`src/rtl/frameLossStatsPkg.sv`:
```
package frameLossStatsPkg;

  // Strobes from the control side to the counting datapath.
  typedef struct packed {
    logic clrAll;    // read in progress: clear everything at this edge
    logic bumpMiss;  // buffer-miss event this cycle
    logic bumpOvf;   // FIFO-overflow event this cycle
  } lossStrobes_t;

endpackage

```
`src/rtl/lossCountLane.sv`:
```
module lossCountLane #(
  parameter int W = 16
) (
  input  logic         clk,
  input  logic         rstN,
  input  logic         clr,
  input  logic         bump,
  output logic [W-1:0] count,
  output logic         wrapped
);

  localparam logic [W-1:0] MAX_VAL = '1;
  localparam logic [W-1:0] ONE_VAL = {{(W-1){1'b0}}, 1'b1};

  always_ff @(posedge clk or negedge rstN) begin
    if (!rstN) begin
      count   <= '0;
      wrapped <= 1'b0;
    end else if (clr) begin
      count   <= bump ? ONE_VAL : '0;
      wrapped <= 1'b0;
    end else if (bump) begin
      count <= count + ONE_VAL;
      if (count == MAX_VAL) wrapped <= 1'b1;
    end
  end

  // a single event below the maximum advances the count by one
  a_r1_r3_step: assert property (@(posedge clk) disable iff (!rstN)
    (bump && !clr && count != MAX_VAL) |=> (count == $past(count) + ONE_VAL));

  // an event at the maximum wraps to zero and raises the flag
  a_r2_r4_wrap: assert property (@(posedge clk) disable iff (!rstN)
    (bump && !clr && count == MAX_VAL) |=> (count == '0 && wrapped));

  // a read with no event leaves the lane empty
  a_r5_clear: assert property (@(posedge clk) disable iff (!rstN)
    (clr && !bump) |=> (count == '0 && !wrapped));

  // the flag holds until a read
  a_r7_sticky: assert property (@(posedge clk) disable iff (!rstN)
    (wrapped && !clr) |=> wrapped);

  // a coinciding event restarts the count at one
  a_r8_keep_event: assert property (@(posedge clk) disable iff (!rstN)
    (clr && bump) |=> (count == ONE_VAL && !wrapped));

endmodule

```
`src/rtl/lossStatsCtrl.sv`:
```
module lossStatsCtrl
  import frameLossStatsPkg::*;
(
  input  logic         rdEn,
  input  logic         missPulse,
  input  logic         ovfPulse,
  output lossStrobes_t strobes
);

  always_comb begin
    strobes          = '0;
    strobes.clrAll   = rdEn;
    strobes.bumpMiss = missPulse;
    strobes.bumpOvf  = ovfPulse;
  end

endmodule

```
`src/rtl/lossStatsDatapath.sv`:
```
module lossStatsDatapath
  import frameLossStatsPkg::*;
#(
  parameter int MISS_W = 16,
  parameter int OVF_W  = 11,
  parameter int WORD_W = 32
) (
  input  logic              clk,
  input  logic              rstN,
  input  lossStrobes_t      strobes,
  output logic [WORD_W-1:0] statusWord
);

  localparam int USED_W = MISS_W + OVF_W + 2;
  localparam int PAD_W  = WORD_W - USED_W;

  logic [MISS_W-1:0] missCount;
  logic              missWrap;
  logic [OVF_W-1:0]  ovfCount;
  logic              ovfWrap;

  lossCountLane #(.W(MISS_W)) missLane (
    .clk     (clk),
    .rstN    (rstN),
    .clr     (strobes.clrAll),
    .bump    (strobes.bumpMiss),
    .count   (missCount),
    .wrapped (missWrap)
  );

  lossCountLane #(.W(OVF_W)) ovfLane (
    .clk     (clk),
    .rstN    (rstN),
    .clr     (strobes.clrAll),
    .bump    (strobes.bumpOvf),
    .count   (ovfCount),
    .wrapped (ovfWrap)
  );

  generate
    if (PAD_W > 0) begin : gPad
      assign statusWord = {{PAD_W{1'b0}}, ovfWrap, ovfCount, missWrap, missCount};
    end else begin : gNoPad
      assign statusWord = {ovfWrap, ovfCount, missWrap, missCount};
    end
  endgenerate

  // an event on one lane leaves the other lane untouched
  a_r10_miss_only: assert property (@(posedge clk) disable iff (!rstN)
    (strobes.bumpMiss && !strobes.bumpOvf && !strobes.clrAll)
      |=> ($stable(ovfCount) && $stable(ovfWrap)));

  a_r10_ovf_only: assert property (@(posedge clk) disable iff (!rstN)
    (strobes.bumpOvf && !strobes.bumpMiss && !strobes.clrAll)
      |=> ($stable(missCount) && $stable(missWrap)));

endmodule

```
`src/rtl/frameLossStats.sv`:
```
module frameLossStats
  import frameLossStatsPkg::*;
#(
  parameter int MISS_W = 16,
  parameter int OVF_W  = 11,
  parameter int WORD_W = 32
) (
  input  logic              clk,
  input  logic              rstN,
  input  logic              rdEn,
  input  logic              missPulse,
  input  logic              ovfPulse,
  output logic [WORD_W-1:0] rdData
);

  lossStrobes_t strobes;

  lossStatsCtrl ctrl (
    .rdEn      (rdEn),
    .missPulse (missPulse),
    .ovfPulse  (ovfPulse),
    .strobes   (strobes)
  );

  lossStatsDatapath #(
    .MISS_W (MISS_W),
    .OVF_W  (OVF_W),
    .WORD_W (WORD_W)
  ) dp (
    .clk        (clk),
    .rstN       (rstN),
    .strobes    (strobes),
    .statusWord (rdData)
  );

  // a read with no events leaves an all-zero word
  a_r5_word_cleared: assert property (@(posedge clk) disable iff (!rstN)
    (rdEn && !missPulse && !ovfPulse) |=> (rdData == '0));

endmodule

```
`config.mk`:
```
export PLATFORM = sky130hd
export DESIGN_NAME = frameLossStats
export DESIGN_NICKNAME = d
export VERILOG_FILES = /design/src/rtl/frameLossStatsPkg.sv /design/src/rtl/lossCountLane.sv /design/src/rtl/lossStatsCtrl.sv /design/src/rtl/lossStatsDatapath.sv /design/src/rtl/frameLossStats.sv
export SDC_FILE = /design/constraint.sdc
export NUM_CORES = 1
export LEC_CHECK = 0
export ABC_AREA = 1
export BUFFER_PORTS_ARGS = -buffer_cell sky130_fd_sc_hd__buf_4
export CAP_MARGIN = 20
export CORE_ASPECT_RATIO = 2
export CORE_MARGIN = 4
export CORE_UTILIZATION = 55
export DETAILED_ROUTE_END_ITERATION = 10
export PLACE_DENSITY_LB_ADDON = 0.25
export SLEW_MARGIN = 5
export SYNTH_ARGS = -nofsm -noshare
export SYNTH_HDL_FRONTEND = slang
export SYNTH_SLANG_ARGS = --single-unit
```
`constraint.sdc`:
```
create_clock -name clk -period 3.5 [get_ports clk]
set_input_delay 0.525 -clock clk [delete_from_list [all_inputs] [get_ports clk]]
set_output_delay 0.525 -clock clk [all_outputs]
set_load 0.005 [all_outputs]
```
==> results of run 1 <==
-- area by class of cell --
type	count	area share
tap	29	0.0185
clock buffer	7	0.0441
timing repair buffer	33	0.126
sequential	29	0.370
inverter	30	0.0575
multi-input combinational	155	0.383
-- Yosys cell counts, drive strengths merged --
library cell	count	area share
xnor2	1	0.0053
nor2	44	0.11
a211oi	1	0.0046
o221ai	1	0.0053
ha	2	0.015
a21oi	11	0.034
buf	9	0.037
nor3b	2	0.0091
dfrtp	29	0.44
nor3	4	0.015
nand4	4	0.015
inv	30	0.069
a31oi	1	0.0038
conb	1	0.0023
o21bai	2	0.011
nand3	15	0.059
o21ai	11	0.034
nand2	53	0.12
-- cell usage in the layout (no fill, tap or decap) --
master	n
nand4_1	4
a21oi_1	11
o21ai_0	10
clkbuf_8	6
nand3_2	2
buf_4	33
o21ai_1	1
o221ai_1	1
nand3_1	12
xnor2_1	1
conb_1	3
inv_2	2
clkbuf_1	1
dfrtp_1	29
nand3_4	1
a31oi_1	1
o21bai_1	1
nor2_4	2
o21bai_2	1
nand2_2	2
nor2_1	39
inv_1	28
nor2_2	3
ha_1	2
nor3_2	1
nor3_1	3
nor3b_1	2
a211oi_1	1
nand2_1	51
-- metrics by stage --
step                hold slack (ns)  area (um^2)  setup slack [ns]
floorplan                     0.229         1650              2.19
global placement              0.461         1870              1.85
detailed placement            0.464         1870              1.82
CTS                           0.170         1960              2.01
global route                  0.183         1960              1.97
finish                        0.161         1960              1.99
-- per-layer routing --
| layer | track usage | wire (um) | vias up |
|---|---|---|---|
| met5 | 0 | 0 | - |
| met2 | 0.363 | 2050 | 43 |
| li1 | - | - | 752 |
| met1 | 0.220 | 1330 | 724 |
| met3 | 0.0531 | 175 | 12 |
| met4 | 0.134 | 170 | 0 |
-- worst max-delay path by stage --
stage	from	end	slack, ns	cells past startpoint
2_1_floorplan	ovfPulse	dp.ovfLane.count[8]	2.19	8
3_3_place_gp	rdEn	dp.missLane.wrapped	1.85	5
3_5_place_dp	rdEn	dp.missLane.wrapped	1.82	5
4_1_cts	dp.missLane.count[7]	rdData[7]	2.01	1
5_1_grt	rdEn	dp.missLane.wrapped	1.97	5
6_report	dp.missLane.count[7]	rdData[7]	1.99	1
-- registers in the layout, indices dropped and copies added, names as in the netlist --
| signal | flops |
|---|---|
| dp.ovfLane.count | 11 |
| dp.missLane.count | 16 |
| dp.missLane.wrapped | 1 |
| dp.ovfLane.wrapped | 1 |
-- where the power goes --
part           internal (mW)  switching (mW)  leakage, nW
sequential             0.343         0.00861        0.398
clock                  0.156           0.121       0.0443
combinational         0.0216          0.0314        0.531
-- logic make-up (layout without fill, tap and decap cells) --
family | Yosys count | in the layout | synth area share
and+or+nand+nor | 122 | 122 | 0.338
xor gates and xnor gates | 1 | 1 | 0.00534
adders and majority gates | 2 | 2 | 0.0152
other | 1 | 3 | 0.00228
DFF | 29 | 29 | 0.442
buffers and inverters | 39 | 70 | 0.105
AOI/OAI and AO/OA | 27 | 27 | 0.0922
==> reports/summary.txt, run 1 <==
Outcome -> finished clean
Initial Utilization -> 0.585
Clk slew on worst S/H paths -> 0.06 ns
Worst Setup Start Kind -> flip-flop
WL per Instance -> 13.2 um
R2r endpoint -> dp.missLane.count[13]
Hold Fails Final Rpt -> 0
Overall Global Routing Usage -> 0.214
Max-slew headroom at the worst pin -> 0.516
Area Growth Syn to Fin -> 19.4%
Largest net degree at the start of global routing -> 30
Syn Inst Count -> 221
Syn Area/Cell -> 7.43 um^2
CP Max Fanout -> 7
Peak VDD IR -> 0.000402 V
Max Slew Vio Count -> 0
Post-route core utilization -> 0.699
Yosys cell types -> 28
Top delay family on crit path -> flip-flops
First-pass GRT wire length -> 6240 um
Die area -> 0.00398 mm^2
Slowest cell delay on critical path -> 0.53 ns
Leak pwr -> 0.973 nW
Setup TNS -> 0 ns
CTS Buf Count -> 5
Vias in the first global route -> 1503
Core Box Area -> 0.00280 mm^2
Fraction of layout cells with a size suffix above 1 -> 0.209
Via density -> 5.41
Fmax -> 664 MHz
Final HPWL DP -> 2740 um
CTS root buf -> clkbuf_8
# clock sinks -> 29
Worst path bufs/invs -> 1
Endpoint class of the critical path -> output pin
Hold Crit Class -> primary input to async pin
Fillcell total -> 248
Die Span Y -> 85.3 um
Crit share post-route -> 0.430
FF/Latch Area -> 726 um^2
Final antenna-violating net count -> 0
Crit path kind -> flip-flop to output pin
Longest Clk Path Bufs -> 2
Final Critical Period -> 1.51 ns
Reg2reg setup slack -> 2.12 ns
CTS tree -> yes
Worst R2R Path Depth -> 7
Inst Count DP -> 276
Multi-input logic area -> 751 um^2
RSZ-0062 raised after global routing -> false
Syn Std Cell Area -> 0.00164 mm^2
Post-CTS Setup Repair Bufs -> 0
Worst R2R Start -> dp.missLane.count[7]
Skew final -> 0.00668 ns
Via count -> 1531
CTS-repair resized insts -> 0
Final Non-Filler Cells -> 283
DRC errors left -> 0
DRT Pass-1 Iters -> 5
Cell row count -> 27
Initial antenna violation count -> 0
Ports -> 37
PwrDens -> 348 mW/mm^2
Port Buf Inserts -> 33
Routability congestion estimate -> 0.824
Clk_lat worst skew -> 0.28 ns
Final setup viols -> 0
Max-Cap Viols -> 0
Initial drt markers -> 24
Final wirelength -> 3730 um
# nets final -> 261
Die X-Extent -> 46.6 um
H-Tree Depth -> 2
CP Cell Sequence -> buf_4
CP Data Arrival Time -> 0.98 ns
Slowest CP cell -> dfrtp_1
GR Overflow Total -> 0
Hold buffer count at cts -> 0
Synth Register Bits -> 29
Register area share after synthesis -> 0.442
Least-Margin Pin Slew -> 0.725 ns
Total Power -> 681 uW
Synth warn -> 0
Required @ worst endpoint -> 2.97 ns
N_diodes -> 0
Note: power is estimated with default switching activity, not from simulation.
==> run 2, diff against run 1 <==
- ABC_AREA: 1 -> 0
- CORE_UTILIZATION: 55 -> 53
- clock period: 3.5 -> 1.4 ns (I/O delays scaled with it)
==> reports/summary.txt, run 2 <==
CP Data Arrival Time -> 1.69 ns
Largest regs -> dp.missLane.count x16, dp.ovfLane.count x11
Commonest cells in the netlist -> dfrtp_1, a21oi_1, nor2_1, nand2_1
Most frequent cell after synthesis -> dfrtp_1
Longest Clk Path Bufs -> 2
Worst Setup Start Kind -> flip-flop
Worst path bufs/invs -> 1
Final setup viols -> 2
Final Non-Filler Cells -> 249
Vias in the first global route -> 1513
Hold Crit Class -> primary input to flip-flop
Met2 Use GR -> 0.407
Area leader, netlist -> dfrtp_1
Core Box Area -> 0.00280 mm^2
Placed inst area -> 0.00199 mm^2
Commonest non-fill, non-tap cell in the layout -> buf_4
Cell row count -> 27
Peak VDD IR -> 0.000830 V
Crit path kind -> flip-flop to flip-flop
# nets final -> 226
Final Critical Period -> 1.47 ns
DRC errors left -> 0
Die Span Y -> 84.7 um
Synth Register Bits -> 29
Final antenna-violating net count -> 0
Largest family of logic cells by synthesized area -> simple AND/OR/NAND/NOR gates
Skew final -> 0.00937 ns
Synth Area in XOR/XNOR -> 0.0449
Syn Std Cell Area -> 0.00156 mm^2
DRT Pass-1 Iters -> 4
Commonest non-fill, non-tap cells in the layout -> buf_4, dfrtp_1, nor2_1, a21oi_1
Worst path depth -> 4
Multiplexer area fraction after synthesis -> 0.0409
Initial antenna violation count -> 0
Met1 Use GR -> 0.230
Worst R2R Start -> dp.missLane.count[5]
Number of synthesized flops with an enable pin -> 0
Adder and majority gate portion of the synthesized area -> 0.0160
Area Growth Syn to Fin -> 45.4%
Share of the synthesized area in the top cell type -> 0.465
Max FFs per register -> 16
Clk_lat worst skew -> 0.29 ns
H-Tree Depth -> 2
Die X-Extent -> 46.4 um
Violated checks -> setup timing
CP Cell Sequence -> nand4_4, buf_6, or4_4, a21oi_2
Total Power -> 1.88 mW
Via count -> 1452
Via density -> 5.83
Syn Area/Cell -> 10.3 um^2
Simple-gate share of the synthesized area -> 0.256
Initial drt markers -> 25
CTS tree -> yes
Register area share after synthesis -> 0.465
PwrDens -> 830 mW/mm^2
RSZ-0062 raised after global routing -> true
First-pass GRT wire length -> 6690 um
N_diodes -> 0
Worst R2R Path Depth -> 4
CTS root buf -> clkbuf_8
Routability congestion estimate -> 0.842
WL per Instance -> 17.0 um
Initial Utilization -> 0.556
Die area -> 0.00393 mm^2
Clk slew on worst S/H paths -> 0.07 ns
Ys flop type -> dfrtp_1
Endpoint class of the critical path -> flip-flop
# clock sinks -> 29
Worst Setup SP -> dp.missLane.count[5]
Compound-Gate Fraction of Synth Area -> 0.109
Slack of the critical path -> -0.0700 ns
Port Buf Inserts -> 33
Leak pwr -> 1.06 nW
Outcome -> finished, violations left
Final HPWL DP -> 2860 um
Final wirelength -> 4240 um
Global route hottest layer -> met2
Ports -> 37
Synth warn -> 0
Asr flop ratio synth -> 1.00
CP Max Fanout -> 8
Critical Path Sink -> dp.missLane.count[8]
Slowest cell delay on critical path -> 0.47 ns
Top cells by area, synth -> dfrtp_1, a21oi_1, buf_4
Setup WS pre-CTS -> -0.162 ns
Hold Fails Final Rpt -> 0
Design area -> 0.00227 mm^2
Required @ worst endpoint -> 1.62 ns
Inst Count DP -> 232
Reg2reg setup slack -> -0.07 ns
Slowest CP cell -> or4_4
Syn Inst Count -> 152
Fmax -> 680 MHz
Max Slew Vio Count -> 0
Fraction of layout cells with a size suffix above 1 -> 0.486
Largest reg by FF count -> dp.missLane.count
R2r endpoint -> dp.missLane.count[8]
Met3 usage -> 0.0451
Overall Global Routing Usage -> 0.232
Top delay family on crit path -> simple AND/OR/NAND/NOR gates
Yosys cell types -> 33
GR Overflow Total -> 0
Crit share post-route -> 1.05
Max-Cap Viols -> 0
CTS Buf Count -> 5
HP Start -> ovfPulse
Largest net degree at the start of global routing -> 31
## run 2: area by class of cell
class                      instances  area, um^2
timing repair buffer              71         543
sequential                        29         733
clock inverter                     1        5.00
tap                               29        36.3
fill                             162         536
clock buffer                       7        96.3
inverter                           3        11.3
multi-input combinational        109         843
## run 2: stage by stage
step / util / hold slack, ns / setup TNS [ns]
after floorplan: - / -0.0856 / -0.0301
after global placement: 0.709 / 0.150 / -0.151
after detailed placement: 0.709 / 0.151 / -0.769
after CTS: 0.776 / 0.188 / -0.0618
after global routing: 0.809 / 0.223 / -0.898
final: 0.809 / 0.191 / -0.104
## run 2: kinds of logic (layout without fill, tap and decap cells)
logic type,Yosys count,count (layout)
other,1,3
and+or+nand+nor,62,62
adders and majority gates,2,2
muxes,6,6
xor gates and xnor gates,8,8
AOI/OAI and AO/OA,28,28
buffers and inverters,16,82
DFF,29,29
## run 2: worst min path at each step
stage                       endpoint  cells after the start
2_1_floorplan   dp.missLane.count[0]                      0
3_3_place_gp    dp.missLane.count[7]                      1
3_5_place_dp   dp.missLane.count[11]                      1
4_1_cts          dp.ovfLane.count[0]                      2
5_1_grt          dp.ovfLane.count[0]                      2
6_report         dp.ovfLane.count[0]                      2
## run 2: layer usage
| layer | share of wire | vias up |
|---|---|---|
| li1 | - | 677 |
| met1 | 0.35 | 722 |
| met5 | 0 | - |
| met3 | 0.040 | 15 |
| met2 | 0.57 | 38 |
| met4 | 0.035 | 0 |
## run 2: timing repair
action / CTS / global route
resized for setup: 10 / 15
pin swaps: 5 / 9
hold buffers: 1 / 0
endpoints found under the hold margin: 29 / 0
endpoints found under the setup margin: 10 / 17
buffers inserted: 4 / 4
## run 2: report_power, final
part / internal [mW] / total [mW] / switching, mW
sequential: 0.860 / 0.888 / 0.0283
clock: 0.444 / 0.780 / 0.337
combinational: 0.113 / 0.215 / 0.102
total: 1.42 / 1.88 / 0.467
==> run 3, diff against run 2 <==
- ABC_AREA: 0 -> 1
- SYNTH_HIERARCHICAL: not set -> 1
==> reports/summary.txt, run 3 <==
CP Max Fanout -> 4
Design area -> 0.00204 mm^2
Multi-input logic area -> 805 um^2
Syn Inst Count -> 226
Final antenna-violating net count -> 0
DRT Pass-1 Iters -> 4
Top cells by area, synth -> dfrtp_1, nand2_1, nor2_1
Crit path kind -> flip-flop to flip-flop
CTS root buf -> clkbuf_8
Commonest non-fill, non-tap cell in the layout -> nand2_1
Hold Crit Class -> primary input to flip-flop
Slowest CP cell -> dfrtp_1
Largest regs -> dp/missLane/count x16, dp/ovfLane/count x11
Synth Register Bits -> 29
Fraction of layout cells with a size suffix above 1 -> 0.244
Top delay family on crit path -> simple AND/OR/NAND/NOR gates
Largest reg by FF count -> dp/missLane/count
Initial antenna violation count -> 0
Clk slew on worst S/H paths -> 0.06 ns
Initial Utilization -> 0.556
PwrDens -> 825 mW/mm^2
Syn Area/Cell -> 7.41 um^2
Clk network pwr share -> 0.374
Ports -> 37
N_diodes -> 0
Endpoint class of the critical path -> flip-flop
Final HPWL DP -> 2950 um
Commonest non-fill, non-tap cells in the layout -> nand2_1, nor2_1, buf_4, inv_1, dfrtp_1
Setup TNS -> 0 ns
Placed inst area -> 0.00191 mm^2
H-Tree Depth -> 2
Ys flop type -> dfrtp_1
Leak pwr -> 1.02 nW
Area leader, netlist -> dfrtp_1
Skew final -> 0.00903 ns
CTS tree -> yes
Initial drt markers -> 19
Via density -> 5.33
Peak VDD IR -> 0.000642 V
Final setup viols -> 0
Cell row count -> 28
Most frequent cell after synthesis -> nand2_1
Fmax -> 716 MHz
Sw frac -> 0.252
Longest Clk Path Bufs -> 2
Max Slew Vio Count -> 0
Vias in the first global route -> 1539
Area Growth Syn to Fin -> 21.6%
Max FFs per register -> 16
Int Pwr -> 1.26 mW
Part of the power in registers -> 0.526
CP Data Arrival Time -> 1.56 ns
Worst path bufs/invs -> 2
Slowest cell delay on critical path -> 0.42 ns
Hold Fails Final Rpt -> 0
Syn Std Cell Area -> 0.00167 mm^2
Overall Global Routing Usage -> 0.217
Share of the synthesized area in the top cell type -> 0.433
# nets final -> 270
Fillcell total -> 284
Max-Cap Viols -> 0
Register area share after synthesis -> 0.433
Commonest cells in the netlist -> nand2_1, nor2_1, dfrtp_1, inv_1, a21oi_1
Via count -> 1556
Final Critical Period -> 1.40 ns
Number of synthesized flops with an enable pin -> 0
Slack of the critical path -> 0.00284 ns
Clk_lat worst skew -> 0.28 ns
Largest net degree at the start of global routing -> 30
First-pass GRT wire length -> 6450 um
Outcome -> finished clean
Port Buf Inserts -> 33
Total Power -> 1.68 mW
Combinational share of power -> 0.100
GR Overflow Total -> 0
Worst Setup Start Kind -> flip-flop
Final wirelength -> 3990 um
Required @ worst endpoint -> 1.57 ns
# clock sinks -> 29
DRC errors left -> 0
Crit share post-route -> 0.998
Die Span Y -> 87.5 um
CTS Buf Count -> 5
Core Box Area -> 0.00301 mm^2
Asr flop ratio synth -> 1.00
Synth warn -> 6
Die area -> 0.00418 mm^2
Routability congestion estimate -> 0.819
FF/Latch Area -> 727 um^2
Die X-Extent -> 47.7 um
CP Cell Sequence -> buf_4, inv_1, nor2_1, nand2_1, nor2_4, nand3_2, nand2_1, nor2_1
Switch Pwr -> 424 uW
Yosys cell types -> 23
WL per Instance -> 13.7 um
Setup WS pre-CTS -> 0.0662 ns
## run 3: final cells by class
class / instances / area share
inverter: 28 / 0.0516
sequential: 29 / 0.357
multi-input combinational: 161 / 0.395
timing repair buffer: 38 / 0.141
clock inverter: 1 / 0.00246
tap: 30 / 0.0184
clock buffer: 5 / 0.0338
## run 3: what timing repair did
item | CTS | global route
hold buffers | 1 | 0
endpoints found under the hold margin | 29 | 0
endpoints found under the setup margin | 0 | 8
resized for setup | 0 | 7
buffers inserted | 0 | 2
## run 3: logic make-up after synthesis
group / after synthesis / share of synthesized area
AO/OA/AOI/OAI: 22 / 0.0695
XOR/XNOR: 1 / 0.00523
adder cells (fa/ha/maj): 2 / 0.0149
buffers and inverters: 38 / 0.108
flip-flops: 29 / 0.433
other: 1 / 0.00224
AND/OR/NAND/NOR: 133 / 0.367
## run 3: power groups by stage
stage / Combinational (mW) / Clock, mW / Sequential (mW)
finish: 0.168 / 0.628 / 0.883
detailed placement: 0.153 / 0 / 0.895
CTS: 0.156 / 0.645 / 0.880
global placement: 0.153 / 0 / 0.893
floorplan: 0.0857 / 0 / 0.894
global route: 0.190 / 0.682 / 0.887
## run 3: path summary, 6_finish.rpt
check / endpoint / from / slack, ns / cells after the start
worst min register to register: dp/ovfLane/wrapped / dp/ovfLane/wrapped / 0.53 / 2
worst max-delay path: dp/missLane/count[15] / dp/missLane/count[0] / 0.003 / 8
worst min-delay path: dp/missLane/wrapped / rdEn / 0.16 / 2
worst max register to register: dp/missLane/count[15] / dp/missLane/count[0] / 0.003 / 8
min in group asynchronous: dp/missLane/count[5] / rstN / 0.40 / 2
max in group asynchronous: dp/missLane/count[1] / rstN / 0.70 / 2
## run 3: layer usage
metal / part of all wire / track usage / routed length, um / vias up
met5: 0 / 0 / 0 / -
met4: 0.055 / 0.150 / 218 / 0
met3: 0.040 / 0.0393 / 158 / 19
met2: 0.56 / 0.369 / 2240 / 44
met1: 0.34 / 0.218 / 1370 / 729
li1: - / - / - / 764
## run 3: metrics by stage
| stage | utilization | hold WS, ns | std cells |
|---|---|---|---|
| after floorplan | - | -0.0856 | 228 |
| after global placement | 0.633 | 0.160 | 283 |
| after detailed placement | 0.633 | 0.159 | 283 |
| after CTS | 0.661 | 0.153 | 290 |
| after global routing | 0.676 | 0.162 | 292 |
| final | 0.676 | 0.162 | 292 |
